==> config.mk <==
export PLATFORM = sky130hd
export DESIGN_NAME = clkdiv_preload
export DESIGN_NICKNAME = d
export VERILOG_FILES = /design/src/rtl/clkdiv_preload.sv
export SDC_FILE = /design/constraint.sdc
export NUM_CORES = 1
export LEC_CHECK = 0
export BUFFER_PORTS_ARGS = -buffer_cell sky130_fd_sc_hd__buf_2
export CAP_MARGIN = 20
export CORE_AREA = 10 10 47 49
export CTS_CLUSTER_DIAMETER = 200
export DETAILED_ROUTE_END_ITERATION = 12
export DIE_AREA = 0 0 57 59
export PLACE_DENSITY_LB_ADDON = 0.08
export REMOVE_ABC_BUFFERS = 1
export SLEW_MARGIN = 0
export SYNTH_ARGS = -nofsm -noshare
export SYNTH_HDL_FRONTEND = slang
export SYNTH_SLANG_ARGS = --single-unit
==> constraint.sdc <==
create_clock -name clk -period 1.7 [get_ports clk]
set_clock_uncertainty 0.15 [all_clocks]
set_input_delay 0.34 -clock clk [delete_from_list [all_inputs] [get_ports clk]]
set_output_delay 0.34 -clock clk [all_outputs]
set_load 0.01 [all_outputs]
==> src/rtl/clkdiv_preload.sv <==
module clkdiv_preload #(
  parameter int CNT_W    = 12,
  parameter int DIVIDE   = 2229,
  parameter bit USE_FLAG = 1'b1
) (
  input  logic clk,
  input  logic rst,
  output logic tick_o,
  output logic level_o
);

  localparam int SPAN = DIVIDE - 1;

  generate
    if (USE_FLAG) begin : g_flag
      localparam logic [CNT_W:0] PRESET = (CNT_W+1)'((1 << CNT_W) - SPAN);
      logic [CNT_W:0] cnt;

      always_ff @(posedge clk) begin
        if (rst || cnt[CNT_W]) cnt <= PRESET;
        else                   cnt <= cnt + {{CNT_W{1'b0}}, 1'b1};
      end

      assign tick_o  = cnt[CNT_W];
      assign level_o = cnt[CNT_W-1];
    end else begin : g_pair
      localparam logic [CNT_W-1:0] PRESET = CNT_W'((3 << (CNT_W-2)) - SPAN);
      logic [CNT_W-1:0] cnt;
      logic             carry;

      assign carry = cnt[CNT_W-1] & cnt[CNT_W-2];

      always_ff @(posedge clk) begin
        if (rst || carry) cnt <= PRESET;
        else              cnt <= cnt + {{(CNT_W-1){1'b0}}, 1'b1};
      end

      assign tick_o  = carry;
      assign level_o = cnt[CNT_W-1];
    end
  endgenerate

endmodule

==> results.md, run 1 <==
- Status: finished clean
- DRC: 0
- Maximum achievable frequency: 0.633 GHz
- YS warnings: 0
- CTS max path bufs: 2
- Startpoint kind of the worst setup timing path: flop
- Final net count: 73
- Global-route wire length before repair: 1820 µm
- Final count of pins violating max slew: 0
- Buffer cell driving the clock tree root: sky130_fd_sc_hd__clkbuf_4
- Final TNS setup: 0 ns
- Fraction of final layout cells sized beyond drive strength 1: 20.3%
- Post_cts resized: 0
- Total wire length after detailed routing: 1130 µm
- Synthesis-to-finish area growth: 15.4%
- Endpoints failing setup: 0
- IO Count: 4
- Worst vdd rail ir drop: 0.362 mV
- Number of design-rule violations left by the first detailed-router iteration: 11
- Remaining antenna violation count: 0
- Starting Density: 38.8%
- Reg-to-reg startpoint: g_flag.cnt[1]$_SDFF_PP0_
- Static Leak: 0.211 nW
- PortBufs: 3
- Syn_area_per_cell: 9.22 µm²
- Fin crit share: 92.9%
- Top metal layer carrying routed signals: met4
- Cells on worst reg2reg path: 4
- Post-Syn Area: 544 µm²
- Synthesized netlist cell count: 59
- Final period demand of the worst path: 1.58 ns
- Slack of the worst reg-to-reg path: 0.12 ns
- Setup Slack @ Placement: 0.130 ns
- Number of buffers inserted by post-CTS setup repair: 0
- Reg clk slew, reported paths: 0.08 ns
- Beginning of the critical path: g_flag.cnt[1]$_SDFF_PP0_
- Longest individual stage delay on the worst path: 0.45 ns
- Final GP Congestion: 0.705
- Sequential element share of the synthesized area: 47.8%
- Post-detailed-placement half-perimeter wirelength: 836 µm
- Area enclosed by the die boundary: 3360 µm²
- Stages on the worst setup path: 4
- Cts-stage hold buffer count: 0
- Crit. End Element: flop
- Core box area: 1400 µm²
- Vertical die dimension: 59 µm
- Data required time of the worst path: 1.77 ns
- WL met2: 543 µm
- Detailed-routing iteration count for the pre-antenna-repair pass: 4
- Crit path max-delay family: simple AND/OR/NAND/NOR gates
- EDFF count, synth: 0
- Sequential cell area: 260 µm²
- Via count of the first global-routing pass: 436
- Classification of the worst-slack hold path: in2reg
- Deepest level of the CTS H-tree: 1
- Count of different cell masters after synthesis: 20
- Wire length the detailed router placed on met1: 531 µm
- Fill cell total of the finished layout: 155
- Power density over the cells: 884 nW/µm²
- Commonest cells after routing, fill and taps aside: 13 x sky130_fd_sc_hd__dfxtp_1, 6 x sky130_fd_sc_hd__nand3_1, 6 x sky130_fd_sc_hd__nand2_1
- Crit Path Max Fanout: 6
- Worst path bufs/invs: 0
- Horizontal die dimension: 57 µm
- Via count normalized by instance count: 5.48
- Critical path endpoint: g_flag.cnt[10]$_SDFF_PP1_
- Registers with the most flip-flops: g_flag.cnt (13)
- Crit path cell chain: ha_1 > nand4_1 > or4_1 > nand3_1
- Number of antenna violations at the first check in global routing: 0
- Tightest hold margin: 0.206 ns
- Flip-flop count of the largest register after layout: 13
- Arrival time at the worst endpoint: 1.65 ns
- Setup repair after global routing missed its margin: false
- Cell with the largest stage delay on the worst path: sky130_fd_sc_hd__or4_1
- Footprint of the multi-input gates: 280 µm²
- Count of placed standard cells in the final layout, fillers left out: 85
- Fraction of registers with async set or reset after synthesis: 0%
- Leftover overflow at the end of global routing: 0
- Average routed wire per standard cell: 13.3 µm
- Number of CTS-inserted buffers: 3
- Clock tree from TritonCTS: built
- Worst-case headroom to the max-slew limit: 84.0%
- Top FF cell, synth: sky130_fd_sc_hd__dfxtp_1
- Instance count after placement with tap cells included: 81
- Maximum number of pins on one net before global-route repair: 9
- Overall track demand over capacity in global routing: 6.52%
- Met3 wire length: 46 µm
- Start-to-end type of the worst setup path: reg2reg
- Number of maximum-capacitance constraint violations: 0
- Clock Sinks: 13
- Count of inserted antenna diode cells: 0
- Most common library cell in the layout ignoring fill and taps: sky130_fd_sc_hd__dfxtp_1
- Reg with most FFs: g_flag.cnt
- Final setup margin: 0.120 ns
- Standard-cell row count: 14
- Worst Max-Slew Pin Slew: 0.240 ns
- Clock latency of the later-clocked register in the worst-skew pair: 0.27 ns
- Critical R2R Capture: g_flag.cnt[10]$_SDFF_PP1_
- Flops & latches, synth: 13
- Vias after detailed routing: 466
- Count of endpoints failing hold in the final timing report: 0
-- per-stage QoR --
stage | power, mW | util, % | area, µm²
2_1_floorplan | 0.354 | - | 544
3_3_place_gp | 0.369 | 42.9 | 602
3_5_place_dp | 0.370 | 42.9 | 602
4_1_cts | 0.567 | 44.8 | 628
5_1_grt | 0.580 | 44.8 | 628
6_report | 0.555 | 44.8 | 628
-- worst reg2reg max path, cell delays in order, from the launching register on --
cell                      delay, ns
sky130_fd_sc_hd__dfxtp_1       0.37
sky130_fd_sc_hd__ha_1          0.24
sky130_fd_sc_hd__nand4_1       0.23
sky130_fd_sc_hd__or4_1         0.45
sky130_fd_sc_hd__nand3_1       0.09
-- layout make-up --
cell class	instances	area share (%)
Sequential cell	13	41.4
Inverter	1	0.598
Clock buffer	4	4.18
Tap cell	16	3.19
Multi-Input combinational cell	45	44.6
Timing Repair Buffer	6	5.98
-- per-layer routing --
layer,up-vias,track usage [%]
met5,-,0
met4,0,3.02
met3,2,2.15
met2,4,11.6
met1,219,6.76
li1,241,-
-- logic make-up after synthesis --
| family | count (synthesis) | synth area share, % |
|---|---|---|
| flip-flops | 13 | 47.8 |
| adder cells (fa/ha/maj) | 1 | 2.30 |
| XOR/XNOR | 3 | 4.83 |
| AO/OA/AOI/OAI | 11 | 12.2 |
| AND/OR/NAND/NOR | 30 | 32.2 |
| buffers and inverters | 1 | 0.689 |
-- synth_stat cells, types with 2 or more instances --
master                    instances  area share (%)
sky130_fd_sc_hd__nand4_1          3             3.4
sky130_fd_sc_hd__o31ai_1          4             5.5
sky130_fd_sc_hd__nand2_1          6             4.1
sky130_fd_sc_hd__or3_2            2             2.8
sky130_fd_sc_hd__dfxtp_1         13              48
sky130_fd_sc_hd__nor2_1           4             2.8
sky130_fd_sc_hd__nand3_1          6             5.5
sky130_fd_sc_hd__a21oi_1          3             2.8
sky130_fd_sc_hd__o21ai_0          3             2.8
sky130_fd_sc_hd__xor2_1           2             3.2
sky130_fd_sc_hd__or4_1            4             5.5
-- where the power goes --
group          leakage (nW)  switching, mW  total, mW  internal [mW]
sequential            0.106         0.0115      0.325          0.313
combinational        0.0906         0.0190     0.0372         0.0182
clock                0.0150          0.103      0.193         0.0908
total                 0.211          0.133      0.555          0.422
-- how the worst min path moves through the flow --
stage | start | slack [ns] | cells past startpoint | endpoint
3_3_place_gp | g_flag.cnt[11]$_SDFF_PP0_ | 0.34 | 2 | g_flag.cnt[12]$_SDFF_PP0_
2_1_floorplan | g_flag.cnt[0]$_SDFF_PP0_ | 0.29 | 1 | g_flag.cnt[0]$_SDFF_PP0_
6_report | rst | 0.21 | 4 | g_flag.cnt[12]$_SDFF_PP0_
4_1_cts | rst | 0.20 | 4 | g_flag.cnt[12]$_SDFF_PP0_
3_5_place_dp | g_flag.cnt[11]$_SDFF_PP0_ | 0.33 | 2 | g_flag.cnt[12]$_SDFF_PP0_
5_1_grt | rst | 0.22 | 4 | g_flag.cnt[12]$_SDFF_PP0_
Power figures use the tool's default switching activity.
==> run 2, diff against run 1 <==
- PLACE_DENSITY_LB_ADDON: 0.08 -> not set
==> run 2 against run 1 <==
  * Count of clock-buffer cells in the layout is the same
  * Non-clock buffer count decreased by 2
  * Wire length fell by 15%
  * Core utilization shrank 0.71 points
  * Clock power is 3% lower
  * Largest power group unchanged
  * Setup slack gained 0.018 ns
  * Worst hold slack got worse by 0.024 ns
  * Global-route usage fell by 0.055 points
  * Sequential share of layout area grew 1.1 points
==> results.md, run 2 (same netlist as run 1, synthesis figures left out) <==
- Via count of the first global-routing pass: 437
- Clock tree from TritonCTS: built
- Via count normalized by instance count: 5.43
- Setup repair after global routing missed its margin: false
- Footprint of the multi-input gates: 283 µm²
- Final net count: 71
- Arrival time at the worst endpoint: 1.64 ns
- Horizontal die dimension: 57 µm
- Leftover overflow at the end of global routing: 0
- Post-detailed-placement half-perimeter wirelength: 702 µm
- Fill cell total of the finished layout: 140
- Registers with the most flip-flops: g_flag.cnt (13)
- Fin crit share: 91.9%
- Total wire length after detailed routing: 962 µm
- Final GP Congestion: 0.729
- Deepest level of the CTS H-tree: 1
- Power density over the cells: 882 nW/µm²
- Overall track demand over capacity in global routing: 6.46%
- Status: finished clean
- Slack of the worst reg-to-reg path: 0.14 ns
- Startpoint kind of the worst setup timing path: flop
- Data required time of the worst path: 1.77 ns
- Most common library cell in the layout ignoring fill and taps: sky130_fd_sc_hd__dfxtp_1
- Remaining antenna violation count: 0
- Core box area: 1400 µm²
- Count of endpoints failing hold in the final timing report: 0
- Fraction of final layout cells sized beyond drive strength 1: 22.4%
- Vias after detailed routing: 451
- Worst-case headroom to the max-slew limit: 82.8%
- Crit. End Element: flop
- Number of CTS-inserted buffers: 3
- Vertical die dimension: 59 µm
- Start-to-end type of the worst setup path: reg2reg
- Static Leak: 0.200 nW
- PortBufs: 3
- Final count of pins violating max slew: 0
- Reg-to-reg startpoint: g_flag.cnt[0]$_SDFF_PP0_
- Cells on worst reg2reg path: 4
- Reg with most FFs: g_flag.cnt
- Count of inserted antenna diode cells: 0
- IO Count: 4
- Flip-flop count of the largest register after layout: 13
- Endpoints failing setup: 0
- Buffer cell driving the clock tree root: sky130_fd_sc_hd__clkbuf_4
- Commonest cells after routing, fill and taps aside: 11 x sky130_fd_sc_hd__dfxtp_1, 6 x sky130_fd_sc_hd__nand3_1, 6 x sky130_fd_sc_hd__nand2_1
- DRC: 0
- Maximum number of pins on one net before global-route repair: 9
- Reg clk slew, reported paths: 0.08 ns
- Beginning of the critical path: g_flag.cnt[0]$_SDFF_PP0_
- Worst Max-Slew Pin Slew: 0.258 ns
- Final TNS setup: 0 ns
- Clock Sinks: 13
- Average routed wire per standard cell: 11.6 µm
- Number of maximum-capacitance constraint violations: 0
- Placed standard-cell area: 587 µm²
- CTS max path bufs: 2
- Final period demand of the worst path: 1.56 ns
- Cell depth of the worst hold path: 4
- Sequential cell area: 263 µm²
- Cts-stage hold buffer count: 0
- Maximum achievable frequency: 0.640 GHz
- Global-route wire length before repair: 1750 µm
- Number of antenna violations at the first check in global routing: 0
- Classification of the worst-slack hold path: in2reg
- Synthesis-to-finish area growth: 13.6%
- Starting Density: 38.8%
- Worst vdd rail ir drop: 0.419 mV
- Standard-cell row count: 14
- Number of design-rule violations left by the first detailed-router iteration: 4
- Crit Path Max Fanout: 6
- Detailed-routing iteration count for the pre-antenna-repair pass: 3
- Area enclosed by the die boundary: 3360 µm²
- Beginning of the worst hold path: rst
- Layout Cell Area excl Fill: 618 µm²
- Clock latency of the later-clocked register in the worst-skew pair: 0.28 ns
==> run 2: where the power goes <==
group | switching (mW) | internal [mW] | total (mW)
combinational | 0.0156 | 0.0149 | 0.0305
sequential | 0.0126 | 0.314 | 0.327
clock | 0.0966 | 0.0910 | 0.188
==> run 2: layout make-up <==
type | count | share of cell area, %
repair buffers | 4 | 3.64
multi-input cells | 45 | 45.7
clock buffers | 4 | 4.25
flip-flops and latches | 13 | 42.5
inverters | 1 | 0.607
well taps | 16 | 3.24
==> run 2: final timing paths <==
| kind | to |
|---|---|
| setup / recovery | g_flag.cnt[8]$_SDFF_PP1_ |
| hold / removal | g_flag.cnt[12]$_SDFF_PP0_ |
| setup reg to reg | g_flag.cnt[8]$_SDFF_PP1_ |
| hold reg to reg | g_flag.cnt[0]$_SDFF_PP0_ |
==> run 2: what timing repair did <==
item / 4_1_cts / 5_1_grt
endpoints found under the setup margin: 0 / 2
buffers inserted: 0 / 0
gates resized for setup: 0 / 3
==> run 2: through the flow <==
| step | hold WS [ns] | instances | power (mW) | setup slack, ns | util, % |
|---|---|---|---|---|---|
| after floorplan | 0.291 | 59 | 0.354 | 0.222 | - |
| after global placement | 0.309 | 79 | 0.364 | 0.144 | 41.9 |
| after detailed placement | 0.319 | 79 | 0.363 | 0.0912 | 41.9 |
| after CTS | 0.173 | 83 | 0.551 | 0.0805 | 43.8 |
| after global routing | 0.190 | 83 | 0.578 | 0.0255 | 44.1 |
| final | 0.182 | 83 | 0.545 | 0.138 | 44.1 |
==> run 2: layer usage <==
layer  GRT usage, %  up-vias  share of wire, %
met3           4.94        2               8.1
met5              0        -                 0
met1           6.24      205                47
met2           11.0        7                44
li1               -      237                 -
met4           1.01        0              0.62
==> run 2: critical path: stages (launching register included) <==
cell and delay (ns):
sky130_fd_sc_hd__dfxtp_2 0.36, sky130_fd_sc_hd__ha_2 0.22, sky130_fd_sc_hd__nand4_1 0.23, sky130_fd_sc_hd__or4_1 0.47, sky130_fd_sc_hd__nand3_1 0.10
==> run 3, diff against run 2 <==
- GPL_TIMING_DRIVEN: not set -> 0
==> run 3 against run 2 <==
  * Design area is the same
  * Core utilization unchanged
  * Flip-flop and latch count unchanged
  * Sequential power is essentially flat
  * Via count is 3.8% higher
  * Highest routed layer unchanged
==> results.md, run 3 (same netlist as run 1, synthesis figures left out) <==
- Status: finished clean
- DRC: 0
- Final period demand of the worst path: 1.59 ns
- Deepest level of the CTS H-tree: 1
- Overall track demand over capacity in global routing: 7.42%
- Area enclosed by the die boundary: 3360 µm²
- Longest individual stage delay on the worst path: 0.46 ns
- Buffer cell driving the clock tree root: sky130_fd_sc_hd__clkbuf_4
- Power density over the cells: 892 nW/µm²
- Maximum achievable frequency: 0.631 GHz
- Setup repair after global routing missed its margin: false
- Final TNS setup: 0 ns
- Detailed-routing iteration count for the pre-antenna-repair pass: 3
- Number of design-rule violations left by the first detailed-router iteration: 6
- PortBufs: 3
- Vertical die dimension: 59 µm
- Crit. End Element: flop
- Setup Slack @ Placement: 0.0448 ns
- Registers with the most flip-flops: g_flag.cnt (13)
- Maximum number of pins on one net before global-route repair: 9
- Arrival time at the worst endpoint: 1.66 ns
- Data required time of the worst path: 1.78 ns
- Most common library cell in the layout ignoring fill and taps: sky130_fd_sc_hd__dfxtp_1
- Synthesis-to-finish area growth: 13.6%
- Number of antenna violations at the first check in global routing: 0
- Via count normalized by instance count: 5.64
- Worst vdd rail ir drop: 0.503 mV
- Fin crit share: 93.3%
- Core box area: 1400 µm²
- Clock latency of the later-clocked register in the worst-skew pair: 0.28 ns
- Final setup margin: 0.114 ns
- Count of endpoints failing hold in the final timing report: 0
- Reg with most FFs: g_flag.cnt
- Clock Sinks: 13
- Cells on worst reg2reg path: 4
- Number of maximum-capacitance constraint violations: 0
- Beginning of the critical path: g_flag.cnt[0]$_SDFF_PP0_
- Final GP Congestion: 0.710
- Startpoint kind of the worst setup timing path: flop
- Number of CTS-inserted buffers: 3
- Count of inserted antenna diode cells: 0
- CTS max path bufs: 2
- Cts-stage hold buffer count: 0
- Critical R2R Capture: g_flag.cnt[8]$_SDFF_PP1_
- IO Count: 4
- Leftover overflow at the end of global routing: 0
- Commonest cells after routing, fill and taps aside: 11 x sky130_fd_sc_hd__dfxtp_1, 6 x sky130_fd_sc_hd__nand3_1, 6 x sky130_fd_sc_hd__nand2_1
- Clock tree from TritonCTS: built
- Beginning of the worst hold path: rst
- Post-detailed-placement half-perimeter wirelength: 764 µm
- Global-route wire length before repair: 1990 µm
- Cell with the largest stage delay on the worst path: sky130_fd_sc_hd__or4_1
- Worst Max-Slew Pin Slew: 0.552 ns
- Endpoints failing setup: 0
- Crit path cell chain: ha_2 > nand4_1 > or4_1 > nand3_1
- Total wire length after detailed routing: 1090 µm
- Fraction of final layout cells sized beyond drive strength 1: 22.4%
- Remaining antenna violation count: 0
- Reg-to-reg startpoint: g_flag.cnt[0]$_SDFF_PP0_
- Flip-flop count of the largest register after layout: 13
- Classification of the worst-slack hold path: in2reg
- Crit Path Max Fanout: 6
- Standard-cell row count: 14
- Reg clk slew, reported paths: 0.08 ns
- Slack of the worst reg-to-reg path: 0.11 ns
- Critical path endpoint: g_flag.cnt[8]$_SDFF_PP1_
- Starting Density: 38.8%
- Final count of pins violating max slew: 0
- Static Leak: 0.200 nW
- Via count of the first global-routing pass: 474
- Vias after detailed routing: 468
- Horizontal die dimension: 57 µm
- Final net count: 71
- Start-to-end type of the worst setup path: reg2reg
- Worst-case headroom to the max-slew limit: 63.1%
- Average routed wire per standard cell: 13.1 µm
-- run 3: per-stage QoR --
step / cell area (µm²) / instances / total power, mW / util [%] / hold slack [ns]
after floorplan: 544 / 59 / 0.354 / - / 0.291
after global routing: 618 / 83 / 0.588 / 44.1 / 0.239
after global placement: 579 / 78 / 0.362 / 41.3 / 0.315
final: 618 / 83 / 0.551 / 44.1 / 0.222
after CTS: 606 / 82 / 0.558 / 43.2 / 0.226
after detailed placement: 579 / 78 / 0.363 / 41.3 / 0.318
-- run 3: cell type report --
class | count | area (µm²)
tap | 16 | 20.0
inverter | 1 | 3.75
sequential | 13 | 263
timing repair buffer | 4 | 22.5
fill | 149 | 783
clock buffer | 4 | 26.3
multi-input combinational | 45 | 283
-- run 3: how the worst min path moves through the flow --
stage / slack [ns] / cells past startpoint / endpoint
floorplan: 0.29 / 1 / g_flag.cnt[0]$_SDFF_PP0_
global placement: 0.32 / 1 / g_flag.cnt[0]$_SDFF_PP0_
detailed placement: 0.32 / 2 / g_flag.cnt[12]$_SDFF_PP0_
CTS: 0.23 / 3 / g_flag.cnt[7]$_SDFF_PP0_
global route: 0.24 / 3 / g_flag.cnt[0]$_SDFF_PP0_
finish: 0.22 / 3 / g_flag.cnt[0]$_SDFF_PP0_
-- run 3: what timing repair did --
item	4_1_cts	5_1_grt
endpoints found under the setup margin	0	2
resized for setup	0	3
buffers inserted	0	1
-- run 3: critical path: cells and delay by family (launching register included) --
family / cells / cell delay [ns]
DFF: 1 / 0.37
adders and majority gates: 1 / 0.22
and+or+nand+nor: 3 / 0.79
-- run 3: power breakdown --
group	leakage [nW]	internal (mW)	total, mW	switching [mW]
clock network	0.0150	0.0913	0.194	0.103
logic	0.0785	0.0136	0.0296	0.0159
registers	0.106	0.314	0.327	0.0132
-- run 3: metal layers --
metal	wire (µm)	track usage (%)	vias up
met5	0	0	-
met4	28	3.02	0
met3	77	4.94	5
met2	492	11.8	7
met1	491	7.57	220
li1	-	-	236
